**config.mk**
```make
export PLATFORM = sky130hd
export DESIGN_NAME = guest_po_bridge
export DESIGN_NICKNAME = d
export VERILOG_FILES = /design/src/rtl/guest_po_bridge.sv
export SDC_FILE = /design/constraint.sdc
export NUM_CORES = 1
export LEC_CHECK = 0
export CAP_MARGIN = 20
export CORE_MARGIN = 3
export CORE_UTILIZATION = 34
export CTS_CLUSTER_DIAMETER = 50
export DETAILED_ROUTE_END_ITERATION = 10
export DONT_BUFFER_PORTS = 1
export MAX_ROUTING_LAYER = met4
export PLACE_DENSITY = 0.49
export SLEW_MARGIN = 30
export SYNTH_ARGS = -nofsm -noshare
export SYNTH_HDL_FRONTEND = slang
export SYNTH_SLANG_ARGS = --single-unit
```
**constraint.sdc**
```tcl
create_clock -name clk -period 3.6 [get_ports clk]
set_input_delay 0 -clock clk [delete_from_list [all_inputs] [get_ports clk]]
set_output_delay 0 -clock clk [all_outputs]
set_load 0.005 [all_outputs]
```
**src/rtl/guest_po_bridge.sv**
```systemverilog
module guest_po_bridge #(
  parameter int TIME_W     = 4,
  parameter int TMO_CYCLES = 64
) (
  input  logic              clk,
  input  logic              rst_n,
  input  logic              host_wr,
  input  logic [31:0]       host_wdata,
  output logic [31:0]       host_rdata,
  input  logic              cfg_wr,
  input  logic [8*TIME_W-1:0] cfg_wdata,
  output logic [7:0]        gb_cs,
  output logic [2:0]        gb_addr,
  output logic              gb_rd,
  output logic              gb_wr,
  output logic [7:0]        gb_dout,
  output logic              gb_doe,
  input  logic [7:0]        gb_din,
  input  logic              gb_ack
);
  localparam int NG    = 8;
  localparam int TMO_W = $clog2(TMO_CYCLES);

  typedef enum logic [1:0] {S_IDLE, S_SETUP, S_STRB} st_t;

  st_t               st;
  logic [TIME_W-1:0] tcfg [NG];
  logic [TIME_W-1:0] cnt;
  logic [TMO_W-1:0]  tcnt;
  logic              dir_q, ten_q, tmo_q;
  logic [2:0]        gsel_q, reg_q;
  logic [7:0]        data_q;
  logic              pend;

  assign pend = (st != S_IDLE);

  always_ff @(posedge clk or negedge rst_n) begin
    if (!rst_n) begin
      st     <= S_IDLE;
      cnt    <= '0;
      tcnt   <= '0;
      dir_q  <= 1'b0;
      ten_q  <= 1'b0;
      tmo_q  <= 1'b0;
      gsel_q <= '0;
      reg_q  <= '0;
      data_q <= '0;
      for (int i = 0; i < NG; i++) tcfg[i] <= '0;
    end else begin
      if (cfg_wr)
        for (int i = 0; i < NG; i++) tcfg[i] <= cfg_wdata[i*TIME_W +: TIME_W];
      case (st)
        S_IDLE: if (host_wr) begin
          dir_q  <= host_wdata[24];
          ten_q  <= host_wdata[25];
          gsel_q <= host_wdata[22:20];
          reg_q  <= host_wdata[18:16];
          data_q <= host_wdata[7:0];
          tmo_q  <= 1'b0;
          cnt    <= tcfg[host_wdata[22:20]];
          st     <= S_SETUP;
        end
        S_SETUP: if (cnt == '0) begin
          cnt  <= tcfg[gsel_q];
          tcnt <= '0;
          st   <= S_STRB;
        end else begin
          cnt <= cnt - 1'b1;
        end
        S_STRB: if (cnt != '0) begin
          cnt <= cnt - 1'b1;
        end else if (gb_ack) begin
          if (!dir_q) data_q <= gb_din;
          st <= S_IDLE;
        end else if (ten_q && tcnt == TMO_W'(TMO_CYCLES - 1)) begin
          tmo_q <= 1'b1;
          st    <= S_IDLE;
        end else begin
          tcnt <= tcnt + 1'b1;
        end
        default: st <= S_IDLE;
      endcase
    end
  end

  assign gb_cs      = pend ? (NG'(1) << gsel_q) : '0;
  assign gb_addr    = pend ? reg_q : '0;
  assign gb_rd      = (st == S_STRB) && !dir_q;
  assign gb_wr      = (st == S_STRB) && dir_q;
  assign gb_doe     = pend && dir_q;
  assign gb_dout    = gb_doe ? data_q : '0;
  assign host_rdata = {pend, tmo_q, 4'b0000, ten_q, dir_q, 1'b0, gsel_q,
                       1'b0, reg_q, 8'h00, data_q};
endmodule

```
Yosys cells after proc, flatten, opt, wreduce, memory -nomap -nowiden
Index checks and enable logic that the tools add are counted.
{"block": "classes", "n_shift": 1, "eq_ne": 13, "n_mux": 34, "n_reduce_logical": 18, "magnitude_cmp": 2, "add_sub_neg": 2, "n_bitwise": 2}
{"op": "2-to-1 mux 8 bit", "n": 6}
{"op": "2-to-1 mux 4 bit", "n": 7}
{"op": "binary-select mux 4 bit (select 3 bit)", "n": 2}
{"op": "2-to-1 mux 6 bit", "n": 4}
{"op": "inequality test 2 bit (second input constant)", "n": 9}
{"op": "case mux 8 bit (2 select lines)", "n": 1}
{"op": "AND reduction 5 bit", "n": 3}
{"op": "case mux 4 bit (3 select lines)", "n": 1}
{"op": "case mux 6 bit (2 select lines)", "n": 1}
{"op": "2-to-1 mux 2 bit", "n": 5}
{"op": ">= comparator 4 bit (second input constant)", "n": 2}
{"op": "inverter 3 -> 4 bit", "n": 2}
{"op": "left shift 1 x 3 -> 8 bit (first input constant)", "n": 1}
{"op": "adder 6 x 1 -> 6 bit (second input constant)", "n": 1}
{"op": "== test 6 bit (second input constant)", "n": 1}
{"op": "case mux 2 bit (3 select lines)", "n": 1}
{"op": "nonzero test 2 bit", "n": 3}
{"op": "logical AND 1 bit", "n": 4}
{"op": "zero test 4 bit", "n": 1}
{"op": "2-to-1 mux 1 bit", "n": 4}
{"op": "AND reduction 4 bit", "n": 1}
{"op": "nonzero test 4 bit", "n": 1}
{"op": "subtractor 4 x 1 -> 4 bit (second input constant)", "n": 1}
{"op": "2-to-1 mux 3 bit", "n": 1}
{"op": "other kinds (9)", "n": 9}
{"block": "word_totals", "out_inout_bits": 54, "regBits": 61, "word_cells": 89}

Longest topological paths before layout
{"block": "depth", "word_depth": 6, "depth_mapped": 10, "depth_no_buf": 7}

Worst setup path after synthesis
Ideal clock, no wire load.
{"block": "synth_timing", "path_type": "register to register", "start": "reg cnt[0]", "end": "reg st[0]", "setup_ns": 0.128, "stages_incl_launch_ff": 9, "arrival_ns": 1.848, "n_path_buf": 1, "path_slack_ns": 1.625, "cell_sequence": "dfrtp_1 inv_1 ha_1 or3b_1 buf_2 a21oi_2 inv_2 a21oi_2 mux2_1"}
{"block": "synth_via", "elab_chain_len": 3, "elab_cells_between_ends": 5}
{"item": "from (decl)", "line": "28", "rtl": "logic [TIME_W-1:0] cnt;"}
{"item": "from (signal assigned)", "line": "60", "rtl": "cnt <= tcfg[host_wdata[22:20]];"}
{"item": "from (signal assigned)", "line": "64", "rtl": "cnt <= tcfg[gsel_q];"}
{"item": "from (signal assigned)", "line": "68", "rtl": "cnt <= cnt - 1'b1;"}
{"item": "zero test 4 bit or nonzero test 4 bit (tied branches)", "line": "63, 70"}
{"item": "inequality test 2 bit (no line)"}
{"item": "AND reduction 4 bit (no line) *"}
{"item": "to (signal assigned)", "line": "61", "rtl": "st <= S_SETUP;"}
{"item": "to (signal assigned)", "line": "66", "rtl": "st <= S_STRB;"}
{"item": "to (signal assigned)", "line": "74", "rtl": "st <= S_IDLE;"}
{"item": "to (decl)", "line": "26", "rtl": "st_t st;"}
Mark *: on every way between the ends. The rest lies on a longest branch, timed or not.
A chain may end at the register's enable or synchronous reset.

Final worst setup path
{"block": "layout_timing", "start": "reg st[0]", "end": "reg data_q[6]"}
{"block": "layout_via", "elab_chain_len": 3, "elab_cells_between_ends": 9}
{"item": "from (signal assigned)", "line": "39", "rtl": "st <= S_IDLE;"}
{"item": "from (signal assigned)", "line": "61"}
{"item": "from (signal assigned)", "line": "66"}
{"item": "== test 2 bit or zero test 2 bit (tied branches)", "line": "52", "rtl": "case (st)"}
{"item": "inequality test 2 bit (no line) or nonzero test 2 bit (tied branches)"}
{"item": "AND reduction 5 bit (no line)"}
{"item": "to (signal assigned)", "line": "58", "rtl": "data_q <= host_wdata[7:0];"}
{"item": "to (signal assigned)", "line": "73", "rtl": "if (!dir_q) data_q <= gb_din;"}
{"item": "to (decl)", "line": "32", "rtl": "logic [7:0] data_q;"}
Parallel ways exist; a longest one is shown, timed or not.

==> results.json <==
{
  "wl_per_cell_um": 16.4,
  "hpwl_um": 5520,
  "highest-signal-layer": "met4",
  "muxShareOfSynthArea": 0.275,
  "rr_worst_depth": 7,
  "wl_met1_um": 3720,
  "dieArea_sq_um": 11800,
  "dp_worst_setup_slack_ps": 1030,
  "port_buffers": 0,
  "antennaDiodeCount": 0,
  "start_util": 0.359,
  "ys_ff_latch": 61,
  "num_rows": 36,
  "wl_met2_um": 4340,
  "route.detailed.drc": 0,
  "critPathLaunch": "st[0]",
  "synth_top_family_by_area": "multiplexers",
  "maxSlewViolCount": 0,
  "cts-root-buf": "clkbuf_8",
  "htreeDepth": 3,
  "synth_xor_area_frac": 0.0122,
  "grt_pass1_wl_um": 14200,
  "post_cts_buffers": 0,
  "synth_compound_area_frac": 0.0858,
  "clock_sinks": 61,
  "critPathArrivalTime_ps": 2740,
  "wirelength_um": 8570,
  "synthAdderAreaFrac": 0.0279,
  "synth_area_sq_um": 3590,
  "hold_viol": 0,
  "r2r-start": "st[0]",
  "status": "complete, no violations",
  "fin_setup_tns_ps": 0,
  "cp_max_fo": 18,
  "power_leakage_nw": 1.93,
  "synth_cell_types": 45,
  "finalWorstSetupSlack_ps": 1060,
  "cts_tree": "yes",
  "drt_first_iter_violations": 87,
  "synth-simple-area-share": 0.0959,
  "syn_to_final_growth_pct": 31.2,
  "dr_wl_met3_um": 399,
  "drive_gt1_frac": 0.200,
  "ys_seq_area_frac": 0.425,
  "cts_resized": 0,
  "setup.worst_path.class": "flip-flop to flip-flop",
  "tightest_slew_ps": 892,
  "p_per_area_nw_per_um2": 639,
  "postSynthAreaPerCell_sq_um": 11.7,
  "grt_usage": 0.158,
  "numCtsBuffers": 9,
  "grt_max_degree": 62,
  "start_kind": "flip-flop",
  "grt.overflow.total": 0,
  "grt_pass1_vias": 2845,
  "yosysWarningCount": 0,
  "rsz0062_at_grt": "no",
  "finClkSkew_ps": 7.04,
  "coreArea_sq_um": 10000,
  "clkSlewWorstSetupHoldPaths_ps": 70,
  "setup_violations": 0,
  "die_w_um": 109,
  "final.min_clock_period_ps": 2540,
  "vias_per_cell": 5.01,
  "antenna_found_initial": 0,
  "fmax_mhz": 394,
  "num_vias": 2619,
  "cp-endpoint": "data_q[6]",
  "drtPass1Iterations": 5,
  "clock_latency_ps": 340,
  "slew_headroom": 0.405,
  "layout.nets": 471,
  "period_share": 0.706,
  "gp_congestion": 0.729,
  "totalPowerFinal_mw": 3.01,
  "clockBufferDepth": 2,
  "r2r_slack_ps": 1060,
  "hold_class": "input port to flip-flop",
  "cap_violations": 0,
  "postSynthCellCount": 308,
  "r2r-end": "data_q[6]",
  "die_h_um": 109,
  "ant_nets": 0,
  "whs_ps": 17.1,
  "irDropWorstVdd_mv": 0.271,
  "n_fill_cell": 949,
  "cp.required_ps": 3800,
  "boundaryPins": 131,
  "end_kind": "flip-flop"
}
power breakdown:
part | switching (mW) | internal, mW | total, mW
combinational | 0.558 | 0.629 | 1.19
sequential | 0.273 | 0.876 | 1.15
clock | 0.272 | 0.404 | 0.676
total | 1.10 | 1.91 | 3.01
logic make-up after synthesis:
| logic type | after synthesis |
|---|---|
| AO/OA/AOI/OAI | 46 |
| XOR/XNOR | 5 |
| flip-flops | 61 |
| multiplexers | 73 |
| adder cells (fa/ha/maj) | 8 |
| AND/OR/NAND/NOR | 67 |
| buffers and inverters | 47 |
| other | 1 |
per-layer routing:
layer	global-route usage	vias to the layer above
li1	-	1227
met2	0.256	78
met5	-	-
met3	0.0337	12
met1	0.193	1302
met4	0.0622	0
synth_stat cells (all sizes together):
cell | instances | share of area
nand4 | 2 | 0.0035
a32oi | 1 | 0.0024
o221a | 1 | 0.0031
nand2 | 16 | 0.017
or2 | 1 | 0.0017
o31a | 1 | 0.0024
clkbuf | 6 | 0.0063
a21oi | 12 | 0.019
nor2b | 8 | 0.014
o2111ai | 1 | 0.0024
o211a | 1 | 0.0028
nor2 | 15 | 0.016
o211ai | 1 | 0.0021
nor3b | 1 | 0.0052
o21ba | 1 | 0.0028
a2111oi | 1 | 0.0042
o21ai | 18 | 0.025
nor3 | 6 | 0.0084
dfrtp | 61 | 0.43
mux2i | 11 | 0.031
a211oi | 5 | 0.010
a311oi | 2 | 0.0066
nor4 | 2 | 0.0035
conb | 1 | 0.0010
nand3 | 4 | 0.0056
o221ai | 1 | 0.0024
mux4 | 14 | 0.093
ha | 8 | 0.028
and2 | 9 | 0.016
mux2 | 48 | 0.15
inv | 10 | 0.010
buf | 31 | 0.060
nand2b | 2 | 0.0035
xnor2 | 5 | 0.012
or3b | 1 | 0.0024
layout make-up:
type | count | area (sq um) | share of cell area
Multi-Input combinational cell | 213 | 1840 | 0.390
Timing Repair Buffer | 91 | 928 | 0.197
Tap cell | 133 | 166 | 0.0353
Sequential cell | 61 | 1530 | 0.324
Clock inverter | 4 | 72.6 | 0.0154
Clock buffer | 11 | 141 | 0.0300
Inverter | 10 | 37.5 | 0.00797
cells in the final DEF, fill, tap and decap left out, drive strengths merged, types with 10 or more instances in the layout:
cell type    count
dlygate4sd3     90
dfrtp           61
mux2            48
o21ai           18
nand2           16
nor2            15
conb            14
mux4            14
a21oi           12
mux2i           11
clkbuf          11
inv             10
metrics by stage:
stage / utilization / cells / area (sq um)
after floorplan: - / 321 / 3640
final: 0.471 / 523 / 4710
after CTS: 0.471 / 523 / 4710
after detailed placement: 0.357 / 417 / 3570
after global routing: 0.471 / 523 / 4710
after global placement: 0.357 / 417 / 3570
worst max-delay path, stage by stage, from the launching register on:
cell	delay [ps]
dfrtp_1	430
inv_1	120
ha_1	750
nor2b_1	350
a32oi_1	130
or2_1	410
nand2_1	130
o21ai_1	60
worst min path at each step:
stage,cells after the start,end,start,slack (ps)
final,3,cnt[1],host_wdata[22],20
after detailed placement,0,tmo_q,rst_n,-290
after floorplan,0,cnt[0],rst_n,-300
after CTS,3,cnt[1],host_wdata[22],2
after global routing,3,cnt[0],host_wdata[22],80
after global placement,0,tcnt[5],rst_n,-290
registers in the layout, indices dropped and copies added (netlist names):
signal  cells
ten_q       1
reg_q       3
tcfg       32
tmo_q       1
data_q      8
cnt         4
st          2
gsel_q      3
dir_q       1
tcnt        6
repair_timing:
action	in CTS	in global routing
endpoints found under the setup margin	0	0
endpoints found under the hold margin	112	0
hold buffers	91	0
No activity file was read; power rests on OpenSTA's default activity.
